File: src/rtl/bwc_pkg.sv
package bwc_pkg;
  typedef struct packed {
    logic       dma_susp;
    logic       loop_en;
    logic [3:0] grp_sel;
  } ctrl_t;
  localparam int CTRL_BITS = 6;
endpackage

File: src/rtl/bwc_ctrl_reg.sv
module bwc_ctrl_reg
  import bwc_pkg::*;
#(
  parameter int DATA_W = 8
) (
  input  logic              clk_i,
  input  logic              rst_ni,
  input  logic              wr_en_i,
  input  logic [DATA_W-1:0] wdata_i,
  output ctrl_t             ctrl_o
);
  ctrl_t ctrl_q;

  always_ff @(posedge clk_i or negedge rst_ni) begin
    if (!rst_ni)      ctrl_q <= '0;
    else if (wr_en_i) ctrl_q <= ctrl_t'(wdata_i[CTRL_BITS-1:0]);
  end

  assign ctrl_o = ctrl_q;
endmodule

File: src/rtl/bwc_bank_file.sv
module bwc_bank_file #(
  parameter int DATA_W     = 8,
  parameter int NUM_GROUPS = 9,
  parameter int GRP_REGS   = 4,
  parameter int SEL_W      = 4,
  parameter int IDX_W      = 2,
  localparam int TOTAL     = NUM_GROUPS * GRP_REGS
) (
  input  logic                    clk_i,
  input  logic                    rst_ni,
  input  logic                    wr_en_i,
  input  logic [SEL_W-1:0]        sel_i,
  input  logic [IDX_W-1:0]        idx_i,
  input  logic [DATA_W-1:0]       wdata_i,
  output logic [DATA_W-1:0]       rdata_o,
  output logic [TOTAL*DATA_W-1:0] regs_o
);
  logic [DATA_W-1:0] regs_q [TOTAL];

  for (genvar g = 0; g < NUM_GROUPS; g++) begin : g_grp
    for (genvar r = 0; r < GRP_REGS; r++) begin : g_reg
      localparam int K = g * GRP_REGS + r;
      always_ff @(posedge clk_i or negedge rst_ni) begin
        if (!rst_ni) regs_q[K] <= '0;
        else if (wr_en_i && sel_i == SEL_W'(g) && idx_i == IDX_W'(r))
          regs_q[K] <= wdata_i;
      end
      assign regs_o[K*DATA_W +: DATA_W] = regs_q[K];
    end
  end

  // unmapped select values fall through to zero
  always_comb begin
    rdata_o = '0;
    for (int k = 0; k < TOTAL; k++) begin
      if (sel_i == SEL_W'(k / GRP_REGS) && idx_i == IDX_W'(k % GRP_REGS))
        rdata_o = regs_q[k];
    end
  end
endmodule

File: src/rtl/bwc_dma_gate.sv
module bwc_dma_gate (
  input  logic susp_i,
  input  logic err_i,
  input  logic arb_lost_i,
  input  logic req_i,
  output logic req_o
);
  logic hold;
  assign hold  = susp_i && (err_i || arb_lost_i);
  assign req_o = req_i && !hold;
endmodule

File: src/rtl/bwc_line_steer.sv
module bwc_line_steer #(
  parameter logic TX_PASSIVE = 1'b0
) (
  input  logic loop_i,
  input  logic core_tx_i,
  input  logic pad_rx_i,
  input  logic rx_invert_i,
  output logic core_rx_o,
  output logic pad_tx_o
);
  always_comb begin
    if (loop_i) begin
      core_rx_o = core_tx_i;
      pad_tx_o  = TX_PASSIVE;
    end else begin
      core_rx_o = pad_rx_i ^ rx_invert_i;
      pad_tx_o  = core_tx_i;
    end
  end
endmodule

File: src/rtl/bank_window_ctrl.sv
module bank_window_ctrl
  import bwc_pkg::*;
#(
  parameter int   DATA_W     = 8,
  parameter int   ADDR_W     = 3,
  parameter int   NUM_GROUPS = 9,
  parameter int   GRP_REGS   = 4,
  parameter int   CTRL_ADDR  = 0,
  parameter int   WIN_BASE   = 4,
  parameter logic TX_PASSIVE = 1'b0,
  localparam int  IDX_W      = $clog2(GRP_REGS),
  localparam int  TOTAL      = NUM_GROUPS * GRP_REGS,
  localparam int  FILT_REGS  = TOTAL - GRP_REGS
) (
  input  logic                        clk_i,
  input  logic                        rst_ni,
  input  logic [ADDR_W-1:0]           bus_addr_i,
  input  logic                        bus_wr_i,
  input  logic                        bus_rd_i,
  input  logic [DATA_W-1:0]           bus_wdata_i,
  output logic [DATA_W-1:0]           bus_rdata_o,
  input  logic                        dma_req_i,
  input  logic                        err_flag_i,
  input  logic                        arb_lost_i,
  output logic                        dma_req_o,
  input  logic                        core_tx_i,
  output logic                        core_rx_o,
  output logic                        pad_tx_o,
  input  logic                        pad_rx_i,
  input  logic                        rx_invert_i,
  output logic [GRP_REGS*DATA_W-1:0]  dma_regs_o,
  output logic [FILT_REGS*DATA_W-1:0] filt_regs_o
);
  ctrl_t                    ctrl_q;
  logic                     ctrl_hit, win_hit;
  logic [DATA_W-1:0]        win_rdata;
  logic [TOTAL*DATA_W-1:0]  bank_flat;
  logic [CTRL_BITS-1:0]     ctrl_bits;

  assign ctrl_hit  = bus_addr_i == ADDR_W'(CTRL_ADDR);
  assign win_hit   = bus_addr_i[ADDR_W-1:IDX_W] == ADDR_W'(WIN_BASE) >> IDX_W;
  assign ctrl_bits = ctrl_q;

  bwc_ctrl_reg #(.DATA_W(DATA_W)) u_ctrl (
    .clk_i   (clk_i),
    .rst_ni  (rst_ni),
    .wr_en_i (bus_wr_i && ctrl_hit),
    .wdata_i (bus_wdata_i),
    .ctrl_o  (ctrl_q)
  );

  bwc_bank_file #(
    .DATA_W(DATA_W), .NUM_GROUPS(NUM_GROUPS), .GRP_REGS(GRP_REGS),
    .SEL_W(4), .IDX_W(IDX_W)
  ) u_bank (
    .clk_i   (clk_i),
    .rst_ni  (rst_ni),
    .wr_en_i (bus_wr_i && win_hit),
    .sel_i   (ctrl_q.grp_sel),
    .idx_i   (bus_addr_i[IDX_W-1:0]),
    .wdata_i (bus_wdata_i),
    .rdata_o (win_rdata),
    .regs_o  (bank_flat)
  );

  bwc_dma_gate u_gate (
    .susp_i     (ctrl_q.dma_susp),
    .err_i      (err_flag_i),
    .arb_lost_i (arb_lost_i),
    .req_i      (dma_req_i),
    .req_o      (dma_req_o)
  );

  bwc_line_steer #(.TX_PASSIVE(TX_PASSIVE)) u_steer (
    .loop_i      (ctrl_q.loop_en),
    .core_tx_i   (core_tx_i),
    .pad_rx_i    (pad_rx_i),
    .rx_invert_i (rx_invert_i),
    .core_rx_o   (core_rx_o),
    .pad_tx_o    (pad_tx_o)
  );

  always_comb begin
    bus_rdata_o = '0;
    if (bus_rd_i) begin
      if (ctrl_hit)     bus_rdata_o = DATA_W'(ctrl_bits);
      else if (win_hit) bus_rdata_o = win_rdata;
    end
  end

  assign dma_regs_o  = bank_flat[GRP_REGS*DATA_W-1:0];
  assign filt_regs_o = bank_flat[TOTAL*DATA_W-1:GRP_REGS*DATA_W];
endmodule

File: config.mk
export PLATFORM = sky130hd
export DESIGN_NAME = bank_window_ctrl
export DESIGN_NICKNAME = d
export VERILOG_FILES = /design/src/rtl/bwc_pkg.sv /design/src/rtl/bwc_ctrl_reg.sv /design/src/rtl/bwc_bank_file.sv /design/src/rtl/bwc_dma_gate.sv /design/src/rtl/bwc_line_steer.sv /design/src/rtl/bank_window_ctrl.sv
export SDC_FILE = /design/constraint.sdc
export NUM_CORES = 1
export LEC_CHECK = 0
export ABC_AREA = 1
export BUFFER_PORTS_ARGS = -buffer_cell sky130_fd_sc_hd__buf_2
export CAP_MARGIN = 10
export CORE_MARGIN = 8
export CORE_UTILIZATION = 58
export DETAILED_ROUTE_END_ITERATION = 7
export PLACE_DENSITY = 0.84
export SLEW_MARGIN = 20
export SYNTH_ARGS = -nofsm -noshare
export SYNTH_HDL_FRONTEND = slang
export SYNTH_SLANG_ARGS = --single-unit
File: constraint.sdc
create_clock -name clk_i -period 6.05 [get_ports clk_i]
set_input_delay 1.21 -clock clk_i [delete_from_list [all_inputs] [get_ports clk_i]]
set_output_delay 1.21 -clock clk_i [all_outputs]
set_load 0.02 [all_outputs]
# Word level (Yosys, flattened, before mapping)
# Cells that the tools add are included.
# totals
wordCells,182
inputBits,21
regBits,294
out_inout_bits,299
# classes
reduce_logical,90
eq_ne,11
bitwise,1
muxes,41
# op_table
cell,n
$mux 8,39
$logic_and 1x1->1,85
$eq 4x3->1 const B,4
$eq 4x2->1 const B,2
$eq 2x2->1 const B,2
$eq 4x1->1 const B,1
$eq 4x4->1 const B,1
$logic_not 4->1,1
$logic_not 3->1,1
$eq 2x1->1 const B,1
$logic_not 2->1,1
$mux 1,2
$logic_not 1->1,1
$logic_or 1x1->1,1
$xor 1x1->1,1

# Logic depth before layout (Yosys ltp)
# Gate-level depths: netlist of the first run.
# logic_depth
word_depth,41
depth_mapped,38
depth_no_buf,38

# By module
# From an unflattened synthesis of the first run, not the netlist that was laid out.
# hier_totals
hier_cells,1660
hier_area_um2,13289.0
# modules_own_cells
mod,seq_area_each_um2,cells_each,n_inst,area_each_um2
bwc_bank_file,7206.9,1577,1,12836.1
bwc_ctrl_reg,150.1,25,1,221.5
bank_window_ctrl,0.0,43,1,173.9
bwc_line_steer,0.0,10,1,38.8
bwc_dma_gate,0.0,5,1,18.8

# Worst setup path before layout of the first run
# Ideal clock, no wire load.
# synth_timing
path_type,input to output
startpoint,input bus_addr_i[0]
endpoint,output bus_rdata_o[3]
cell_stages,37
path_buffers,1
path_slack_ns,1.348
required_ns,4.840
t_arrival_ns,3.492
cell_sequence,buf_2 > nand2_1 > nor2_4 > nand2_1 > nand2_1 > o21bai_1 > nand2_1 > nand2_1 > nand2_1 > nand2_1 > nand2_1 > nand2_1 > nand2_1 > nand2_1 > nand2_1 > nand2_1 > nand2_1 > nand2_1 > nand2_1 > nand2_1 > nand2_1 > nand2_1 > nand2_1 > nand2_1 > nand2_1 > nand2_1 > nand2_1 > nand2_1 > nand2_1 > nand2_1 > nand2_1 > nand2_1 > nand2_1 > nand2_1 > nand3_1 > nand2_1 > a21oi_2
# synth_via
elab_chain_len,41
word_cells_on_any_way,80
classes_between,3 x eq/ne; 39 x mux; 38 x reduce/logical
# synth_rtl
item,line_no,rtl
"start, declared",bank_window_ctrl.sv:17,"input logic [ADDR_W-1:0] bus_addr_i,"
$logic_not 2->1,bwc_bank_file.sv:36,if (sel_i == SEL_W'(k / GRP_REGS) && idx_i == IDX_W'(k % GRP_REGS))
$logic_and 1x1->1,bwc_bank_file.sv:36,
$mux 8 (36 in series),bwc_bank_file.sv:36,
$mux 8,bank_window_ctrl.sv:87,else if (win_hit) bus_rdata_o = win_rdata;
$mux 8 (*),bank_window_ctrl.sv:86,if (ctrl_hit) bus_rdata_o = DATA_W'(ctrl_bits);
$mux 8 (*),bank_window_ctrl.sv:85,if (bus_rd_i) begin
"end, declared",bank_window_ctrl.sv:21,"output logic [DATA_W-1:0] bus_rdata_o,"
# Every way passes the cells marked *; elsewhere a longest branch is shown, timed or not.

# Worst setup path after layout of the first run
# layout_timing
startpoint,input bus_addr_i[1]
endpoint,output bus_rdata_o[7]
# Same word-level chain as after synthesis.

==> results of run 1 <==
==> layer usage <==
layer  vias up  wire, um  GRT usage (%)
li1       5963         -              -
met1      6242     18100           42.7
met2       857     22000           52.3
met3       131      5140           7.27
met4         0      1750           12.9
met5         -         0              0
==> logic make-up after synthesis <==
group                     count (synthesis)
DFF                                     294
and+or+nand+nor                         831
AOI/OAI and AO/OA                       368
xor gates and xnor gates                  1
buffers and inverters                   162
==> Yosys cell counts, drive strengths merged <==
library cell and number:
buf 3, and2 1, dfrtp 294, nand3 24
nand4 33, nor3 2, o21bai 1, or2 47
and3 1, nand2 620, nor2 103, xnor2 1
o32ai 1, a221oi 1, inv 92, o21ai 306
clkinv 1, a21oi 59, clkbuf 66
==> sequential cells by signal, summed over array words and instances, names as in the netlist <==
register and flops:
u_bank.regs_o 288, u_ctrl.ctrl_o 6
==> area by class of cell <==
type                            count  share of cell area (%)
Sequential cell                   294                    45.7
Timing Repair Buffer              339                    11.0
Antenna cell                        2                  0.0311
Tap cell                          285                    2.22
Clock buffer                       43                    5.21
Multi-Input combinational cell   1200                    33.2
Inverter                           93                    2.19
Clock inverter                      8                   0.443
==> power breakdown <==
group	internal [mW]	switching (mW)	leakage [nW]
registers	2.36	0.462	3.95
clock network	0.995	0.766	0.448
logic	0.538	1.21	3.98
total	3.90	2.44	8.37
==> metrics by stage <==
| stage | cell area (um2) | instances | hold WS, ps |
|---|---|---|---|
| floorplan | 13300 | 1656 | 468 |
| global placement | 15200 | 2211 | 480 |
| detailed placement | 15200 | 2211 | 495 |
| CTS | 16100 | 2262 | 511 |
| global route | 16100 | 2264 | 533 |
| finish | 16100 | 2264 | 509 |
==> what timing repair did <==
| action | in CTS | in global routing |
|---|---|---|
| endpoints found under the setup margin | 0 | 2 |
| endpoints found under the hold margin | 0 | 0 |
| hold buffers | 0 | 0 |
| resized for setup | 0 | 4 |
==> worst min-delay path, cell delays in order, from the launching register on <==
cell and delay [ps]:
dfrtp_1 360, nand2_1 50, o21ai_0 60
==> final timing paths <==
path                                          from                 end  slack (ps)  depth (start not counted)
worst max-delay path                 bus_addr_i[1]      bus_rdata_o[7]         270                         27
worst max register to register    u_ctrl.ctrl_o[1]  u_bank.regs_o[197]        3570                          7
worst min-delay path            u_bank.regs_o[263]  u_bank.regs_o[263]         510                          2
worst min register to register  u_bank.regs_o[263]  u_bank.regs_o[263]         510                          2
max in group asynchronous                   rst_ni  u_bank.regs_o[240]        3930                          2
min in group asynchronous                   rst_ni  u_bank.regs_o[142]         720                          1
==> results by group, run 1 <==
Run status
  • Status: finished clean

STA
  • Final Hold Fails: 0
  • Fmax: 173 MHz
  • Final setup violation count: 0
  • Final worst path period need: 5780 ps
  • RSZ-0062 raised after global routing: false
  • Least-Margin Pin Slew: 876 ps
  • Post-Route Skew: 9.45 ps
  • Setup TNS: 0 ps
  • Relative slew margins: 41.6%
  • Final Max Slew Viols: 0
  • Setup ws final: 269 ps
  • Tcrit/Tclk final: 95.6%

Yosys
  • Seq cells post-synth: 294
  • Post-synthesis adder-cell area fraction: 0%
  • Largest cells by area after synthesis: dfrtp_1 55%, nand2_1 17%, o21ai_0 11%
  • Mux contribution to synthesized area: 0%
  • XOR/XNOR Fraction of Synth Area: 0.0659%
  • Mapped Nets: 1677
  • Post-synthesis compound-gate area fraction: 14.0%
  • Yosys warnings: 0
  • Mapped Cells: 1656
  • Largest family of logic cells by synthesized area: simple AND/OR/NAND/NOR gates
  • Synthesized area per cell: 8.03 um2
  • Simple-gate share of the synthesized area: 26.1%
  • Synth cell types: 27
  • Post-synthesis sequential area ratio: 55.3%
  • Share of the synthesized area in the top cell type: 55.3%
  • Area leader, netlist: dfrtp_1
  • Synthesized cell area: 0.0133 mm2

Clocking
  • H-Tree Depth: 1
  • CTS tree: built
  • CTS root buf: clkbuf_16
  • Clock Tree Buf Depth: 3
  • Num CTS Buffers: 29
  • Clk sinks: 294
  • Post-CTS setup buffers: 0
  • Clk slew on worst S/H paths: 60 ps
  • Clk_lat worst skew: 560 ps

Routing
  • Drt first pass iters: 7
  • Drt total wl: 47000 um
  • Initial DRC Count: 1637
  • Avg Vias per Cell: 5.83
  • Routed length per instance: 20.7 um
  • # DRC: 0
  • Routed vias: 13193
  • Final ANT Viol Nets: 0

Final layout
  • Fin util: 71.3%
  • # nets final: 1978
  • Layout area overhead: 20.9%
  • Commonest non-fill, non-tap cells in the layout: 616 x nand2_1, 318 x buf_2, 302 x o21ai_0
  • Layout cells sized above 1: 23.1%
  • Flip-flop and latch area: 0.00736 mm2
  • Area of the multi-input gates: 0.00533 mm2
  • Commonest non-fill, non-tap cell in the layout: nand2_1
  • Fillers: 1811

Setup path
  • CP most frequent cell: nand4_1
  • Critical path type: input port to output pin
  • Worst Path Buf+Inv: 6
  • CP Max Fanout: 8
  • Data required, critical path: 4840 ps
  • CP max stage delay: 330 ps
  • CP endpoint kind: output pin
  • Slowest CP cell: o21ai_0
  • Top cell family by delay on the critical path: simple AND/OR/NAND/NOR gates
  • Worst path arrival time: 4570 ps
  • Startpoint Class: input port

Power and ir drop
  • Pwr dens: 394 mW/mm2
  • Overall Power: 6.34 mW
  • Worst vdd ir: 0.287 mV
  • Pleak: 8.37 nW

Global route
  • Global-route wire length before repair: 72800 um
  • Largest net degree at the start of global routing: 121
  • Initial antenna violation count: 2
  • Total congestion overflow: 0
  • Vias in the first global route: 12776
  • GRT Util Overall: 32.6%

Placed design
  • Port bufs: 319
  • Gpl congestion: 0.969
  • Detailed-placement wirelength estimate: 33000 um
  • Post-placement setup slack: 307 ps

Flow run
  • Max cap viols: 0

Floorplan
  • Die width: 167 um
  • DIE AREA: 0.0280 mm2
  • # rows: 55
  • # IOs: 320
  • Chip height: 167 um
  • Core ar.: 0.0226 mm2
  • Initial Utilization: 58.9%

Min path
  • Hold/Removal Path Class: register to register
Power figures use the tool's default switching activity.
==> run 2, diff against run 1 <==
CORE_UTILIZATION = 54   (was 58)
PLACE_DENSITY = unset   (was 0.84)
PLACE_DENSITY_LB_ADDON = 0.1   (was unset)
clock period = 5.5 ns   (was 6.05 ns; I/O delays follow)
==> run 2 against run 1 <==
Net effect:
- combinational power rose by 14%
- clock skew grew 2.0 ps
- global-route usage is 1.6 points lower
- sequential share of layout area is 1.3 points lower
- wire length is 0.89% higher
- cell count grew 3.2%
==> results by group, run 2 (synthesis gave the netlist of run 1 again) <==
Routing
  • Final ANT Viol Nets: 0
  • Routed length per instance: 20.3 um
  • Avg Vias per Cell: 5.49
  • Drt total wl: 47400 um
  • Drt first pass iters: 6
  • Routed vias: 12829
  • Initial DRC Count: 1418
  • # DRC: 0

Clocking
  • Clock Tree Buf Depth: 3
  • Clk sinks: 294
  • H-Tree Depth: 1
  • CTS tree: built
  • Clk_lat worst skew: 570 ps
  • CTS root buf: clkbuf_16
  • Clk slew on worst S/H paths: 60 ps
  • Num CTS Buffers: 31

Setup path
  • Data required, critical path: 4400 ps
  • Slowest CP cell: nand4_1
  • Worst Path Buf+Inv: 5
  • Top cell family by delay on the critical path: simple AND/OR/NAND/NOR gates
  • CP most frequent cell: nand4_1
  • Worst R2R Start: u_ctrl.ctrl_o[3]
  • CP Launch Point: bus_addr_i[1]
  • Worst path arrival time: 4300 ps
  • CP endpoint kind: output pin
  • Critical path type: input port to output pin
  • CP max stage delay: 180 ps
  • CP Max Fanout: 6
  • Startpoint Class: input port

Floorplan
  • Chip height: 173 um
  • DIE AREA: 0.0299 mm2
  • # rows: 57
  • Core ar.: 0.0242 mm2
  • Die width: 173 um
  • Initial Utilization: 54.8%
  • # IOs: 320

STA
  • Relative slew margins: 45.3%
  • Setup TNS: 0 ps
  • Post-Route Skew: 11.4 ps
  • RSZ-0062 raised after global routing: true
  • Final setup violation count: 0
  • Fmax: 185 MHz
  • Tcrit/Tclk final: 98.1%
  • Setup ws final: 103 ps
  • Final worst path period need: 5400 ps
  • Least-Margin Pin Slew: 821 ps
  • Final Max Slew Viols: 0
  • Final Hold Fails: 0

Global route
  • Largest net degree at the start of global routing: 107
  • Vias in the first global route: 12592
  • Total congestion overflow: 0
  • GRT Util Overall: 31.0%
  • Global-route wire length before repair: 73700 um
  • Initial antenna violation count: 0

Min path
  • Worst Min Path Start: u_bank.regs_o[143]
  • Hold/Removal Path Class: register to register

Placed design
  • Detailed-placement wirelength estimate: 33200 um
  • Placed Cells incl. Taps: 2263
  • Gpl congestion: 0.944
  • Post-placement setup slack: 28.9 ps
  • Port bufs: 319

Final layout
  • Commonest non-fill, non-tap cell in the layout: nand2_1
  • Layout area overhead: 24.5%
  • Max reg flops: 288
  • # nets final: 2009
  • N_diodes: 0
  • Commonest non-fill, non-tap cells in the layout: 613 x nand2_1, 315 x buf_2, 302 x o21ai_0
  • Final Instance Count excl. Fillers: 2336
  • Layout cells sized above 1: 25.2%

Run status
  • Status: finished clean

Power and ir drop
  • Pleak: 8.59 nW
  • Pwr dens: 434 mW/mm2
  • Worst vdd ir: 0.290 mV

Flow run
  • Max cap viols: 0
[run 2: cell types whose count changed in the layout (fill, tap and decap cells not counted), moves of 3 or more]
cell     previous run  this run
nand2_1           616       613
nor2_4              9        12
buf_6               0         3
dfrtp_2             0         4
dfrtp_1           294       290
nand2_2             2         5
buf_2             318       315
nor2_1             84        79
buf_4              19        46
[run 2: final timing paths]
check / end / slack (ps) / cells past startpoint
min in group asynchronous: u_bank.regs_o[89] / 580 / 1
worst max-delay path: bus_rdata_o[0] / 100 / 29
worst max register to register: u_bank.regs_o[249] / 3090 / 8
max in group asynchronous: u_bank.regs_o[24] / 3860 / 2
worst min register to register: u_bank.regs_o[143] / 500 / 2
worst min-delay path: u_bank.regs_o[143] / 500 / 2
[run 2: area by class of cell]
cell class,instances,area [um2]
clock inverter,10,109
inverter,93,354
fill,2106,7690
timing repair buffer,368,2030
clock buffer,47,916
multi-input combinational,1200,5380
tap,324,405
sequential,294,7360
[run 2: through the flow]
step	hold WS, ps	cell area, um2	power, mW	util (%)
3_5_place_dp	488	15300	5.06	63.1
4_1_cts	504	16300	7.14	67.4
2_1_floorplan	468	13300	4.08	-
6_report	502	16600	7.18	68.3
3_3_place_gp	482	15300	5.02	63.1
5_1_grt	525	16600	7.50	68.3
[run 2: power by group]
part           switching (mW)  total, mW  internal, mW
clock network           0.857       2.09          1.24
registers               0.482       3.08          2.60
logic                    1.38       2.00         0.625
total                    2.72       7.18          4.46
[run 2: what timing repair did]
action                                  CTS  global route
gates resized for setup                   0            31
setup buffers                             0            17
hold buffers                              0             0
endpoints found under the setup margin    0             5
[run 2: tightest hold or removal path, cell delays in order (launching register included)]
cell     delay, ps
dfrtp_1        350
nand2_1         60
o21ai_0         60
[run 2: per-layer routing]
metal / routed length, um / GRT usage (%) / up-vias
met1: 19500 / 41.3 / 5980
met5: 0 / 0 / -
met4: 2110 / 13.2 / 0
met2: 21000 / 47.7 / 685
li1: - / - / 6026
met3: 4770 / 7.99 / 138
==> run 3, diff against run 2 <==
ABC_AREA = unset   (was 1)
CORE_UTILIZATION = 55   (was 54)
==> run 3 against run 2 <==
Net effect:
- clock skew decreased by 2.2 ps
- first-iteration DRC count is 3.7% lower
- global-route usage is 3.8 points higher
- power grew 5.0%
- area after synthesis increased by 9.5%
- hold slack improved by 35 ps
- critical path type is now register to output pin
- largest cell class unchanged
- largest power group unchanged
==> results by group, run 3 <==
Setup path
  • Worst R2R Start: u_ctrl.ctrl_o[2]
  • R2R cell count: 4
  • Startpoint Class: register
  • CP endpoint kind: output pin
  • Worst r2r dst: u_bank.regs_o[255]
  • Ordered cell list for the critical path: nor4bb_4, buf_4, a32oi_1, nand4_1, o21ai_0, a31oi_1, buf_2
  • R2R Setup Slk: 2150 ps
  • Slowest CP cell: dfrtp_1
  • Worst path arrival time: 4060 ps
  • Critical path type: register to output pin
  • Data required, critical path: 4400 ps
  • CP Max Fanout: 27
  • CP max stage delay: 1080 ps

Global route
  • Total congestion overflow: 0
  • Largest net degree at the start of global routing: 110
  • Initial antenna violation count: 0
  • Global-route wire length before repair: 83500 um
  • Vias in the first global route: 12300
  • GRT Util Overall: 34.8%

Routing
  • Final ANT Viol Nets: 0
  • Drt first pass iters: 8
  • Initial DRC Count: 1366
  • Routed vias: 12336
  • Drt total wl: 56600 um
  • # DRC: 0
  • Avg Vias per Cell: 6.66
  • Routed length per instance: 30.6 um

Final layout
  • Commonest non-fill, non-tap cells in the layout: 316 x buf_2, 303 x mux2_2, 294 x dfrtp_1
  • Fillers: 2062
  • Fin util: 67.3%
  • Final Instance Count excl. Fillers: 1851
  • Max reg flops: 288
  • N_diodes: 0
  • Final instance area: 0.0175 mm2
  • Layout area overhead: 20.5%
  • Layout cells sized above 1: 48.8%
  • # nets final: 1513
  • Area of the multi-input gates: 0.00679 mm2
  • Commonest non-fill, non-tap cell in the layout: buf_2
  • Flip-flop and latch area: 0.00736 mm2

Yosys
  • Post-synthesis sequential area ratio: 50.5%
  • Share of the synthesized area in the top cell type: 50.5%
  • Seq cells post-synth: 294
  • Synthesized cell area: 0.0146 mm2
  • Mapped Cells: 1203
  • Most frequent cells after synthesis: 303 x mux2_2, 294 x dfrtp_1, 67 x nand2_1
  • Most frequent cell after synthesis: mux2_2
  • Yosys warnings: 0
  • Mapped Nets: 1224
  • Synthesized area per cell: 12.1 um2
  • Largest cells by area after synthesis: dfrtp_1 51%, mux2_2 23%, nand2_1 1.7%
  • Area leader, netlist: dfrtp_1
  • Asr flop ratio synth: 100%
  • Synth cell types: 75
  • Top FF cell, synth: dfrtp_1
  • Post-synth EDFFs: 0

Floorplan
  • Core ar.: 0.0261 mm2
  • Initial Utilization: 55.9%
  • DIE AREA: 0.0319 mm2
  • Chip height: 179 um
  • Die width: 179 um
  • # IOs: 320
  • # rows: 59

STA
  • Setup TNS: 0 ps
  • Least-Margin Pin Slew: 1140 ps
  • Post-Route Skew: 9.28 ps
  • Relative slew margins: 24.1%
  • WHS: 537 ps
  • Fmax: 194 MHz
  • Final setup violation count: 0
  • Tcrit/Tclk final: 93.8%
  • Final worst path period need: 5160 ps
  • Final Max Slew Viols: 0
  • Setup ws final: 341 ps
  • RSZ-0062 raised after global routing: false
  • Final Hold Fails: 0

Clocking
  • Post-CTS setup buffers: 0
  • Clock Tree Buf Depth: 3
  • CTS tree: built
  • Clk sinks: 294
  • Clk_lat worst skew: 580 ps
  • Num CTS Buffers: 31
  • CTS Hold Bufs: 0
  • CTS root buf: clkbuf_16
  • Clk slew on worst S/H paths: 70 ps
  • H-Tree Depth: 1
  • Post-CTS sizing: 0

Placed design
  • Gpl congestion: 0.976
  • Post-placement setup slack: 759 ps
  • Placed Cells incl. Taps: 1794
  • Post-DP Area: 0.0165 mm2
  • Port bufs: 319
  • Detailed-placement wirelength estimate: 40100 um

Min path
  • Hold/Removal Path Class: input port to async pin

Power and ir drop
  • Overall Power: 7.54 mW
  • Pleak: 8.84 nW
  • Worst vdd ir: 0.403 mV
  • Pwr dens: 430 mW/mm2

Run status
  • Status: finished clean

Flow run
  • Max cap viols: 0
==> run 3: changes by cell type after synthesis, sizes merged, moves of 45 or more <==
cell and change:
nand2 -553, o21ai -264, buf +46, inv -86, nor2 -54, or2 -45
mux2 +303
==> run 3: cells by family after synthesis <==
| family | after synthesis | share of synthesized area [%] |
|---|---|---|
| mux | 334 | 26.3 |
| compound gates | 224 | 10.7 |
| buf+inv | 102 | 2.98 |
| flops | 294 | 50.5 |
| xor+xnor | 1 | 0.0602 |
| simple gates | 248 | 9.42 |
==> run 3: worst max path at each step <==
| stage | startpoint | end | depth (start not counted) |
|---|---|---|---|
| global placement | bus_addr_i[1] | bus_rdata_o[2] | 10 |
| floorplan | bus_addr_i[0] | bus_rdata_o[7] | 10 |
| global route | u_ctrl.ctrl_o[2] | bus_rdata_o[2] | 7 |
| finish | u_ctrl.ctrl_o[2] | bus_rdata_o[7] | 7 |
| CTS | u_ctrl.ctrl_o[2] | bus_rdata_o[0] | 6 |
| detailed placement | bus_addr_i[0] | bus_rdata_o[3] | 10 |
==> run 3: where the power goes <==
group | leakage, nW | switching [mW] | total [mW] | internal (mW)
Clock | 0.534 | 0.895 | 2.20 | 1.31
Combinational | 4.38 | 1.32 | 2.16 | 0.839
Sequential | 3.93 | 0.562 | 3.17 | 2.61
Total | 8.84 | 2.78 | 7.54 | 4.76
==> run 3: routing by layer <==
metal	routed length [um]	vias to the layer above	GRT usage (%)
met4	1650	0	9.27
met5	0	-	0
li1	-	5072	-
met3	5830	110	6.44
met2	25300	781	52.9
met1	23800	6373	50.6
==> run 3: area by class of cell <==
| class | instances | share of cell area, % |
|---|---|---|
| clock inverters | 14 | 1.12 |
| multi-input cells | 807 | 38.7 |
| well taps | 335 | 2.39 |
| inverters | 6 | 0.128 |
| flip-flops and latches | 294 | 42.0 |
| repair buffers | 352 | 10.7 |
| clock buffers | 43 | 5.02 |
==> run 3: worst max-delay path: cells and delay by family, from the launching register on <==
kind                   cells  cell delay, ps
buffers and inverters      2             520
flip-flops                 1            1080
AND/OR/NAND/NOR            2            1190
AO/OA/AOI/OAI              3             670
